==> config.mk <==
export PLATFORM = sky130hd
export DESIGN_NAME = lock_status_filter
export DESIGN_NICKNAME = d
export VERILOG_FILES = /design/src/rtl/lock_filt_pkg.sv /design/src/rtl/lock_src_select.sv /design/src/rtl/lock_thresh_decode.sv /design/src/rtl/lock_line_counter.sv /design/src/rtl/lock_status_filter.sv
export SDC_FILE = /design/constraint.sdc
export NUM_CORES = 1
export LEC_CHECK = 0
export BUFFER_PORTS_ARGS = -buffer_cell sky130_fd_sc_hd__buf_2
export CAP_MARGIN = 20
export CORE_MARGIN = 10
export CORE_UTILIZATION = 62
export DETAILED_ROUTE_END_ITERATION = 10
export PLACE_DENSITY = 0.86
export SLEW_MARGIN = 20
export SYNTH_ARGS = -nofsm -noshare
export SYNTH_HDL_FRONTEND = slang
export SYNTH_SLANG_ARGS = --single-unit
==> constraint.sdc <==
create_clock -name clk -period 4.5 [get_ports clk]
set_clock_uncertainty 0.05 [all_clocks]
set_input_delay 0.225 -clock clk [delete_from_list [all_inputs] [get_ports clk]]
set_output_delay 0.225 -clock clk [all_outputs]
set_load 0.02 [all_outputs]
==> src/rtl/lock_filt_pkg.sv <==
package lock_filt_pkg;

  // Layout of the configuration byte (bit 7 down to bit 0).
  typedef struct packed {
    logic       qual_en;   // qualify with subcarrier lock
    logic       src_fast;  // 1: fast line-to-line source
    logic [2:0] exit_code;
    logic [2:0] entry_code;
  } lf_cfg_t;

  typedef enum logic {
    ST_UNLOCKED = 1'b0,
    ST_LOCKED   = 1'b1
  } lf_state_t;

  // Nonlinear code-to-line-count mapping.
  function automatic int unsigned code_to_lines(input logic [2:0] code);
    case (code)
      3'd0:    code_to_lines = 1;
      3'd1:    code_to_lines = 2;
      3'd2:    code_to_lines = 5;
      3'd3:    code_to_lines = 10;
      3'd4:    code_to_lines = 100;
      3'd5:    code_to_lines = 500;
      3'd6:    code_to_lines = 1000;
      default: code_to_lines = 100000;
    endcase
  endfunction

endpackage

==> src/rtl/lock_src_select.sv <==
module lock_src_select (
  input  logic src_fast,
  input  logic raw_slow,
  input  logic raw_fast,
  output logic raw_sel
);
  always_comb begin
    if (src_fast) raw_sel = raw_fast;
    else          raw_sel = raw_slow;
  end
endmodule

==> src/rtl/lock_thresh_decode.sv <==
module lock_thresh_decode #(
  parameter int CNT_W = 17
) (
  input  logic [2:0]       code,
  output logic [CNT_W-1:0] lines
);
  import lock_filt_pkg::*;

  always_comb begin
    lines = CNT_W'(code_to_lines(code));
  end
endmodule

==> src/rtl/lock_line_counter.sv <==
module lock_line_counter #(
  parameter int CNT_W = 17
) (
  input  logic             clk,
  input  logic             rst_n,
  input  logic             step,
  input  logic             clear,
  output logic [CNT_W-1:0] count,
  output logic [CNT_W-1:0] count_inc
);
  localparam logic [CNT_W-1:0] CNT_MAX = {CNT_W{1'b1}};

  // Saturating increment: the next count never wraps.
  always_comb begin
    if (count == CNT_MAX) count_inc = CNT_MAX;
    else                  count_inc = count + 1'b1;
  end

  always_ff @(posedge clk or negedge rst_n) begin
    if (!rst_n)     count <= '0;
    else if (clear) count <= '0;
    else if (step)  count <= count_inc;
  end
endmodule

==> src/rtl/lock_status_filter.sv <==
module lock_status_filter #(
  parameter int CNT_W = 17
) (
  input  logic       clk,
  input  logic       rst_n,
  input  logic       line_stb,
  input  logic       raw_slow,
  input  logic       raw_fast,
  input  logic       sc_lock,
  input  logic [7:0] cfg,
  output logic       hlock,
  output logic       qlock
);
  import lock_filt_pkg::*;

  localparam int NDIR     = 2;  // 0: entry count, 1: exit count
  localparam int DIR_IN   = 0;
  localparam int DIR_OUT  = 1;
  localparam int MAX_LINE = 100000;

  initial begin
    if ((64'd1 << CNT_W) <= 64'(MAX_LINE))
      $error("CNT_W too narrow for the largest threshold");
  end

  lf_cfg_t   cfg_s;
  lf_state_t state;
  logic      raw_sel;

  logic [CNT_W-1:0] thr   [NDIR];
  logic [CNT_W-1:0] cnt   [NDIR];
  logic [CNT_W-1:0] inc   [NDIR];
  logic             step  [NDIR];
  logic             clr   [NDIR];
  logic             hit   [NDIR];
  logic [2:0]       code  [NDIR];

  assign cfg_s = lf_cfg_t'(cfg);
  assign code[DIR_IN]  = cfg_s.entry_code;
  assign code[DIR_OUT] = cfg_s.exit_code;

  lock_src_select u_sel (
    .src_fast (cfg_s.src_fast),
    .raw_slow (raw_slow),
    .raw_fast (raw_fast),
    .raw_sel  (raw_sel)
  );

  // Per-direction qualification: the entry count runs while unlocked on
  // lock lines, the exit count runs while locked on no-lock lines.
  always_comb begin
    step[DIR_IN]  = line_stb && (state == ST_UNLOCKED) &&  raw_sel;
    step[DIR_OUT] = line_stb && (state == ST_LOCKED)   && !raw_sel;
    for (int d = 0; d < NDIR; d++) begin
      hit[d] = step[d] && (inc[d] >= thr[d]);
    end
    clr[DIR_IN]  = (state == ST_LOCKED)   || hit[DIR_IN]  || (line_stb && !raw_sel);
    clr[DIR_OUT] = (state == ST_UNLOCKED) || hit[DIR_OUT] || (line_stb &&  raw_sel);
  end

  for (genvar gd = 0; gd < NDIR; gd++) begin : g_dir
    lock_thresh_decode #(.CNT_W(CNT_W)) u_dec (
      .code  (code[gd]),
      .lines (thr[gd])
    );
    lock_line_counter #(.CNT_W(CNT_W)) u_cnt (
      .clk       (clk),
      .rst_n     (rst_n),
      .step      (step[gd]),
      .clear     (clr[gd]),
      .count     (cnt[gd]),
      .count_inc (inc[gd])
    );
  end

  // Lock state memory.
  always_ff @(posedge clk or negedge rst_n) begin
    if (!rst_n)            state <= ST_UNLOCKED;
    else if (hit[DIR_IN])  state <= ST_LOCKED;
    else if (hit[DIR_OUT]) state <= ST_UNLOCKED;
  end

  assign hlock = (state == ST_LOCKED);
  assign qlock = hlock && (!cfg_s.qual_en || sc_lock);

endmodule

==> qor.txt, run 1 <==
CP Cell Sequence = ha_1, and4_1, nand2_1, nor4_2, nand2_2, nand2_1, inv_1, ha_1, nand2b_1, a21oi_1, o21ai_0, a2111oi_1, nand3_1, a21oi_2, buf_4, a221o_1
Slew Limit Headroom = 0.287
Crit path required time = 4.68 ns
Critical Path Start Type = flip-flop
R2R depth = 16
All-Layer GR Usage = 0.177
pwr dens = 242 nW/um2
vias in the first global route = 2463
initial antenna violation count = 0
Yosys top cell by area = dfrtp_1
gr ovfl total = 0
first-pass GRT wire length = 11300 um
Syn. warnings = 0
critical path's slowest cell = a2111oi_1
top-count cell post-synth = nand2_1
number of synthesized flops with an enable pin = 0
Final Hold Fails = 0
CTS sink count = 35
max incr delay on CP = 0.45 ns
Critical path destination = g_dir[0].u_cnt.count[14]$_DFFE_PN0P_
Initial Utilization = 0.656
reg-to-reg startpoint = g_dir[0].u_cnt.count[0]$_DFFE_PN0P_
clock root buffer = clkbuf_8
via density per instance = 6.52
die height = 88.8 um
DRT Pass-1 Iters = 4
die width = 88.8 um
largest net degree at the start of global routing = 36
asr flop ratio synth = 1.00
Ports = 16
Max Cap Viol = 0
NumNets Final = 394
area share of the largest cell type after synthesis = 0.298
Setup crit end kind = flip-flop
core area = 4470 um2
syn_area_per_cell = 8.51 um2
CTS tree = built
register area share after synthesis = 0.298
drt initial violations = 219
PortBufs = 15
switching share of power = 0.316
total internal power = 518 uW
Post-Synth Simple-Gate Area = 0.243
Tcrit/Tclk final = 0.910
multiplexer share of the synthesized area = 0.0141
postcts setup bufs = 0
dpl ws = 0.398 ns
Area Overhead vs Synth = 6.73%
Clock Tree Buf Depth = 2
WL/cell = 16.5 um
Synth Net Count = 387
Residual DRC = 0
vias = 2640
net switching power = 239 uW
final core occ = 0.700
Slew Limit Fails = 0
clk_lat worst skew = 0.29 ns
Total Wirelength = 6680 um
largest family of logic cells by synthesized area = simple AND/OR/NAND/NOR gates
Most used DFF post-synth = dfrtp_1
Tmin final = 4.10 ns
htree depth = 2
kind of critical path = reg2reg
Cell Area, Synth = 2940 um2
antenna cells = 0
Final GP Congestion = 0.874
Worst-Margin Slew = 1.07 ns
Die ar. = 7890 um2
Clk pin slew, worst setup/hold paths = 0.07 ns
setup TNS = 0 ns
fmax = 0.244 GHz
Arrival @ worst endpoint = 4.28 ns
Compound-Gate Fraction of Synth Area = 0.206
clock network power share = 0.343
XOR/XNOR Fraction of Synth Area = 0.0776
Reg-to-Reg End = g_dir[0].u_cnt.count[14]$_DFFE_PN0P_
TritonCTS Buffers = 5
synthesized flop and latch total = 35
commonest cells in the netlist = nand2_1 (55), dfrtp_1 (35), ha_1 (28)
Mapped Cells = 345
fin worst setup slack = 0.403 ns
Worst R2R Setup Slack = 0.40 ns
peak supply drop = 0.150 mV
Synth cell types = 54
Worst Hold Class = in2reg
Area contributors post-synth = dfrtp_1 (30%), ha_1 (12%), a22o_1 (7.5%)
Final ANT Viol Nets = 0
layout cells sized above 1 = 0.105
RSZ-0062 raised after global routing = no
Setup crit start = g_dir[0].u_cnt.count[0]$_DFFE_PN0P_
Seq pwr share = 0.450
crit-path max FO = 17
standard-cell rows = 24
P_leak = 0.00157 uW
Synth Area in Adders = 0.119
post-DP HPWL = 4920 um
final setup fails = 0
status = complete, no violations
Combinational Power Share = 0.207
WHS = 0.264 ns
-- what timing repair did --
item                                   4_1_cts  5_1_grt
setup endpoints to repair                    0       17
hold buffers                                 1        0
endpoints found under the hold margin       35        0
gates resized for setup                      0        3
-- flip-flops by register name, summed over array words and instances, names as in the netlist --
name	cells
g_dir.u_cnt.count	34
hlock	1
-- layout by cell type, fill, tap and decap left out, drive strengths merged, types with 6 or more instances in the layout --
master / count
o21ai: 14
buf: 18
nor4: 7
nand2: 55
nand4: 10
xor2: 16
a21oi: 11
nor2: 19
a22o: 25
clkbuf: 8
dfrtp: 35
ha: 28
inv: 9
nor3: 6
xnor2: 10
nand3: 23
-- worst min path at each step --
stage,start,cells past startpoint,endpoint,slack [ns]
after floorplan,rst_n,0,g_dir[0].u_cnt.count[0]$_DFFE_PN0P_,-0.12
after global placement,rst_n,1,g_dir[1].u_cnt.count[14]$_DFFE_PN0P_,0.29
after detailed placement,rst_n,1,g_dir[1].u_cnt.count[14]$_DFFE_PN0P_,0.30
after CTS,line_stb,3,g_dir[1].u_cnt.count[12]$_DFFE_PN0P_,0.26
after global routing,line_stb,2,hlock$_DFFE_PN0P_,0.27
final,line_stb,3,g_dir[1].u_cnt.count[12]$_DFFE_PN0P_,0.26
-- per-stage QoR --
step / area [um2] / power [uW] / instances
after CTS: 3120 / 754 / 405
after detailed placement: 3010 / 500 / 396
after floorplan: 2940 / 454 / 345
after global routing: 3130 / 793 / 405
after global placement: 3010 / 493 / 396
final: 3130 / 758 / 405
-- worst max-delay path, delay by kind of cell (launching register included) --
kind,cells,cell delay [ns]
and+or+nand+nor,7,1.64
AOI/OAI and AO/OA,5,1.09
adders and majority gates,2,0.54
DFF,1,0.44
buffers and inverters,2,0.28
-- power by group through the flow --
| stage | clock [uW] | sequential, uW | combinational, uW |
|---|---|---|---|
| 2_1_floorplan | 0 | 345 | 109 |
| 3_3_place_gp | 0 | 344 | 150 |
| 3_5_place_dp | 0 | 346 | 154 |
| 4_1_cts | 259 | 340 | 156 |
| 5_1_grt | 275 | 343 | 176 |
| 6_report | 260 | 341 | 157 |
-- routing by layer --
layer | up-vias | GRT usage | wire (um)
li1 | 1283 | - | -
met1 | 1260 | 0.252 | 3270
met2 | 92 | 0.259 | 2940
met3 | 5 | 0.0358 | 394
met4 | 0 | 0.0587 | 73
met5 | - | 0 | 0
-- cell type report --
cell class	count	area [um2]
sequential	35	876
inverter	9	33.8
clock buffer	8	100
fill	364	1340
timing repair buffer	19	108
multi-input combinational	282	1950
tap	52	65.1
-- logic make-up (layout without fill, tap and decap cells) --
kind of cell               after synthesis  after routing
xor gates and xnor gates                26             26
and+or+nand+nor                        143            143
adders and majority gates               28             28
buffers and inverters                   28             36
DFF                                     35             35
muxes                                    4              4
AOI/OAI and AO/OA                       81             81
No activity file was read; power rests on OpenSTA's default activity.
==> run 2, diff against run 1 <==
PLACE_DENSITY = 0.83   (was 0.86)
SKIP_LAST_GASP = 1   (was not set)
==> qor.txt, run 2 (synthesis results as in run 1) <==
status = complete, no violations
TritonCTS Buffers = 5 (unchanged)
drt initial violations = 182 (-17%)
Setup crit end kind = flip-flop
final instance area = 3150 um2 (+0.48%)
pwr dens = 238 nW/um2 (-1.6%)
NumNets Final = 396 (+0.51%)
Critical Path Start Type = flip-flop
post-DP HPWL = 4790 um (-2.7%)
Final ANT Viol Nets = 0 (unchanged)
die width = 88.8 um (unchanged)
critical path's slowest cell = a2111oi_0
final setup fails = 0 (unchanged)
Total Wirelength = 6500 um (-2.6%)
kind of critical path = reg2reg
crit-path max FO = 11 (-6)
Arrival @ worst endpoint = 4.35 ns (+0.07 ns)
Initial Utilization = 0.656 (unchanged)
M3 GR Usage = 0.0377 (+0.00184)
Max Cap Viol = 0 (unchanged)
WL/cell = 16.0 um (-3.1%)
die height = 88.8 um (unchanged)
CTS sink count = 35 (unchanged)
Tcrit/Tclk final = 0.927 (+0.0169)
fmax = 0.240 GHz (-1.8%)
first-pass GRT wire length = 11100 um (-1.8%)
Most Crowded Layer GR = met1
gr ovfl total = 0 (unchanged)
via density per instance = 6.54 (+0.34%)
All-Layer GR Usage = 0.177 (about the same)
standard-cell rows = 24 (unchanged)
core area = 4470 um2 (unchanged)
RSZ-0062 raised after global routing = no
Clk pin slew, worst setup/hold paths = 0.07 ns (about the same)
Tmin final = 4.17 ns (+0.0761 ns)
htree depth = 2 (unchanged)
Worst-Margin Slew = 1.05 ns (-0.0169 ns)
Die ar. = 7890 um2 (unchanged)
P_leak = 0.00158 uW (+0.70%)
Pwr Total = 749 uW (-1.1%)
clk_lat worst skew = 0.29 ns (about the same)
Area Overhead vs Synth = 7.25%
Crit path required time = 4.67 ns (about the same)
Slew Limit Fails = 0 (unchanged)
setup TNS = 0 ns (unchanged)
largest net degree at the start of global routing = 36 (unchanged)
CP Cell Sequence = ha_1, and4_1, nand2_1, nor4_1, nand2_2, nand2_1, inv_1, ha_1, nand2b_1, a21oi_1, o21ai_0, a2111oi_0, nand3_1, a21oi_4, buf_4, a22o_1
multi-input logic area = 1950 um2 (unchanged)
commonest non-fill, non-tap cell in the layout = nand2_1
max incr delay on CP = 0.44 ns (about the same)
placed instance area = 3030 um2 (+0.50%)
Worst R2R Setup Slack = 0.33 ns (-0.08 ns)
Slew Limit Headroom = 0.299 (+0.0113)
layout cells sized above 1 = 0.107 (+0.00223)
Fill cells = 356 (-2.2%)
max reg flops = 34 (unchanged)
GR Util met2 = 0.241 (-0.0173)
met1 Usage GRT = 0.266 (+0.0145)
FF+latch area = 876 um2 (unchanged)
PortBufs = 15 (unchanged)
peak supply drop = 0.148 mV (-1.4%)
CTS tree = built
Clock Tree Buf Depth = 2 (unchanged)
most frequent cells in the layout = nand2_1 (54), dfrtp_1 (35), ha_1 (28)
Worst Hold Class = in2reg
Final Hold Fails = 0 (unchanged)
clock root buffer = clkbuf_8
vias = 2662 (+0.83%)
vias in the first global route = 2311 (-6.2%)
Ports = 16 (unchanged)
Residual DRC = 0 (unchanged)
Final GP Congestion = 0.895 (+2.4%)
antenna cells = 0 (unchanged)
Top reg by flops = g_dir.u_cnt.count
DRT Pass-1 Iters = 4 (unchanged)
initial antenna violation count = 0 (unchanged)
[run 2: metal layers]
| layer | share of wire | vias to the layer above | wire (um) |
|---|---|---|---|
| li1 | - | 1290 | - |
| met1 | 0.49 | 1250 | 3200 |
| met2 | 0.42 | 108 | 2710 |
| met3 | 0.072 | 14 | 471 |
| met4 | 0.018 | 0 | 119 |
| met5 | 0 | - | 0 |
[run 2: repair_timing]
item | 4_1_cts | 5_1_grt
hold endpoints to repair | 35 | 0
buffers inserted | 0 | 0
setup endpoints to repair | 0 | 11
hold buffers | 1 | 0
resized for setup | 0 | 2
[run 2: power by group]
group | switching (uW) | internal (uW) | total [uW]
Combinational | 103 | 56.9 | 160
Sequential | 17.0 | 324 | 341
Clock | 109 | 140 | 248
Total | 229 | 520 | 749
[run 2: cell type report]
type | count | share of cell area
multi-input cells | 282 | 0.620
flip-flops and latches | 35 | 0.278
repair buffers | 21 | 0.0390
clock buffers | 8 | 0.0318
well taps | 52 | 0.0207
inverters | 9 | 0.0107
[run 2: worst max-delay path, delay by kind of cell, from the launching register on]
| kind | cells | cell delay, ns |
|---|---|---|
| AND/OR/NAND/NOR | 7 | 1.65 |
| AO/OA/AOI/OAI | 5 | 1.19 |
| adder cells (fa/ha/maj) | 2 | 0.53 |
| flip-flops | 1 | 0.42 |
| buffers and inverters | 2 | 0.28 |
[run 2: metrics by stage]
step | worst slack (ns) | std cells | hold WS [ns] | utilization
6_report | 0.327 | 407 | 0.269 | 0.704
5_1_grt | 0.0435 | 407 | 0.278 | 0.704
3_5_place_dp | 0.387 | 398 | 0.298 | 0.676
3_3_place_gp | 0.583 | 398 | 0.290 | 0.676
4_1_cts | 0.319 | 407 | 0.264 | 0.701
2_1_floorplan | 0.758 | 345 | -0.121 | -
[run 2: worst paths after layout]
check,from,endpoint,cells after the start
setup / recovery,g_dir[0].u_cnt.count[1]$_DFFE_PN0P_,g_dir[0].u_cnt.count[4]$_DFFE_PN0P_,16
max in group asynchronous,rst_n,g_dir[0].u_cnt.count[2]$_DFFE_PN0P_,2
setup reg to reg,g_dir[0].u_cnt.count[1]$_DFFE_PN0P_,g_dir[0].u_cnt.count[4]$_DFFE_PN0P_,16
hold / removal,line_stb,g_dir[1].u_cnt.count[12]$_DFFE_PN0P_,3
hold reg to reg,g_dir[1].u_cnt.count[15]$_DFFE_PN0P_,g_dir[1].u_cnt.count[15]$_DFFE_PN0P_,1
min in group asynchronous,rst_n,g_dir[1].u_cnt.count[11]$_DFFE_PN0P_,2
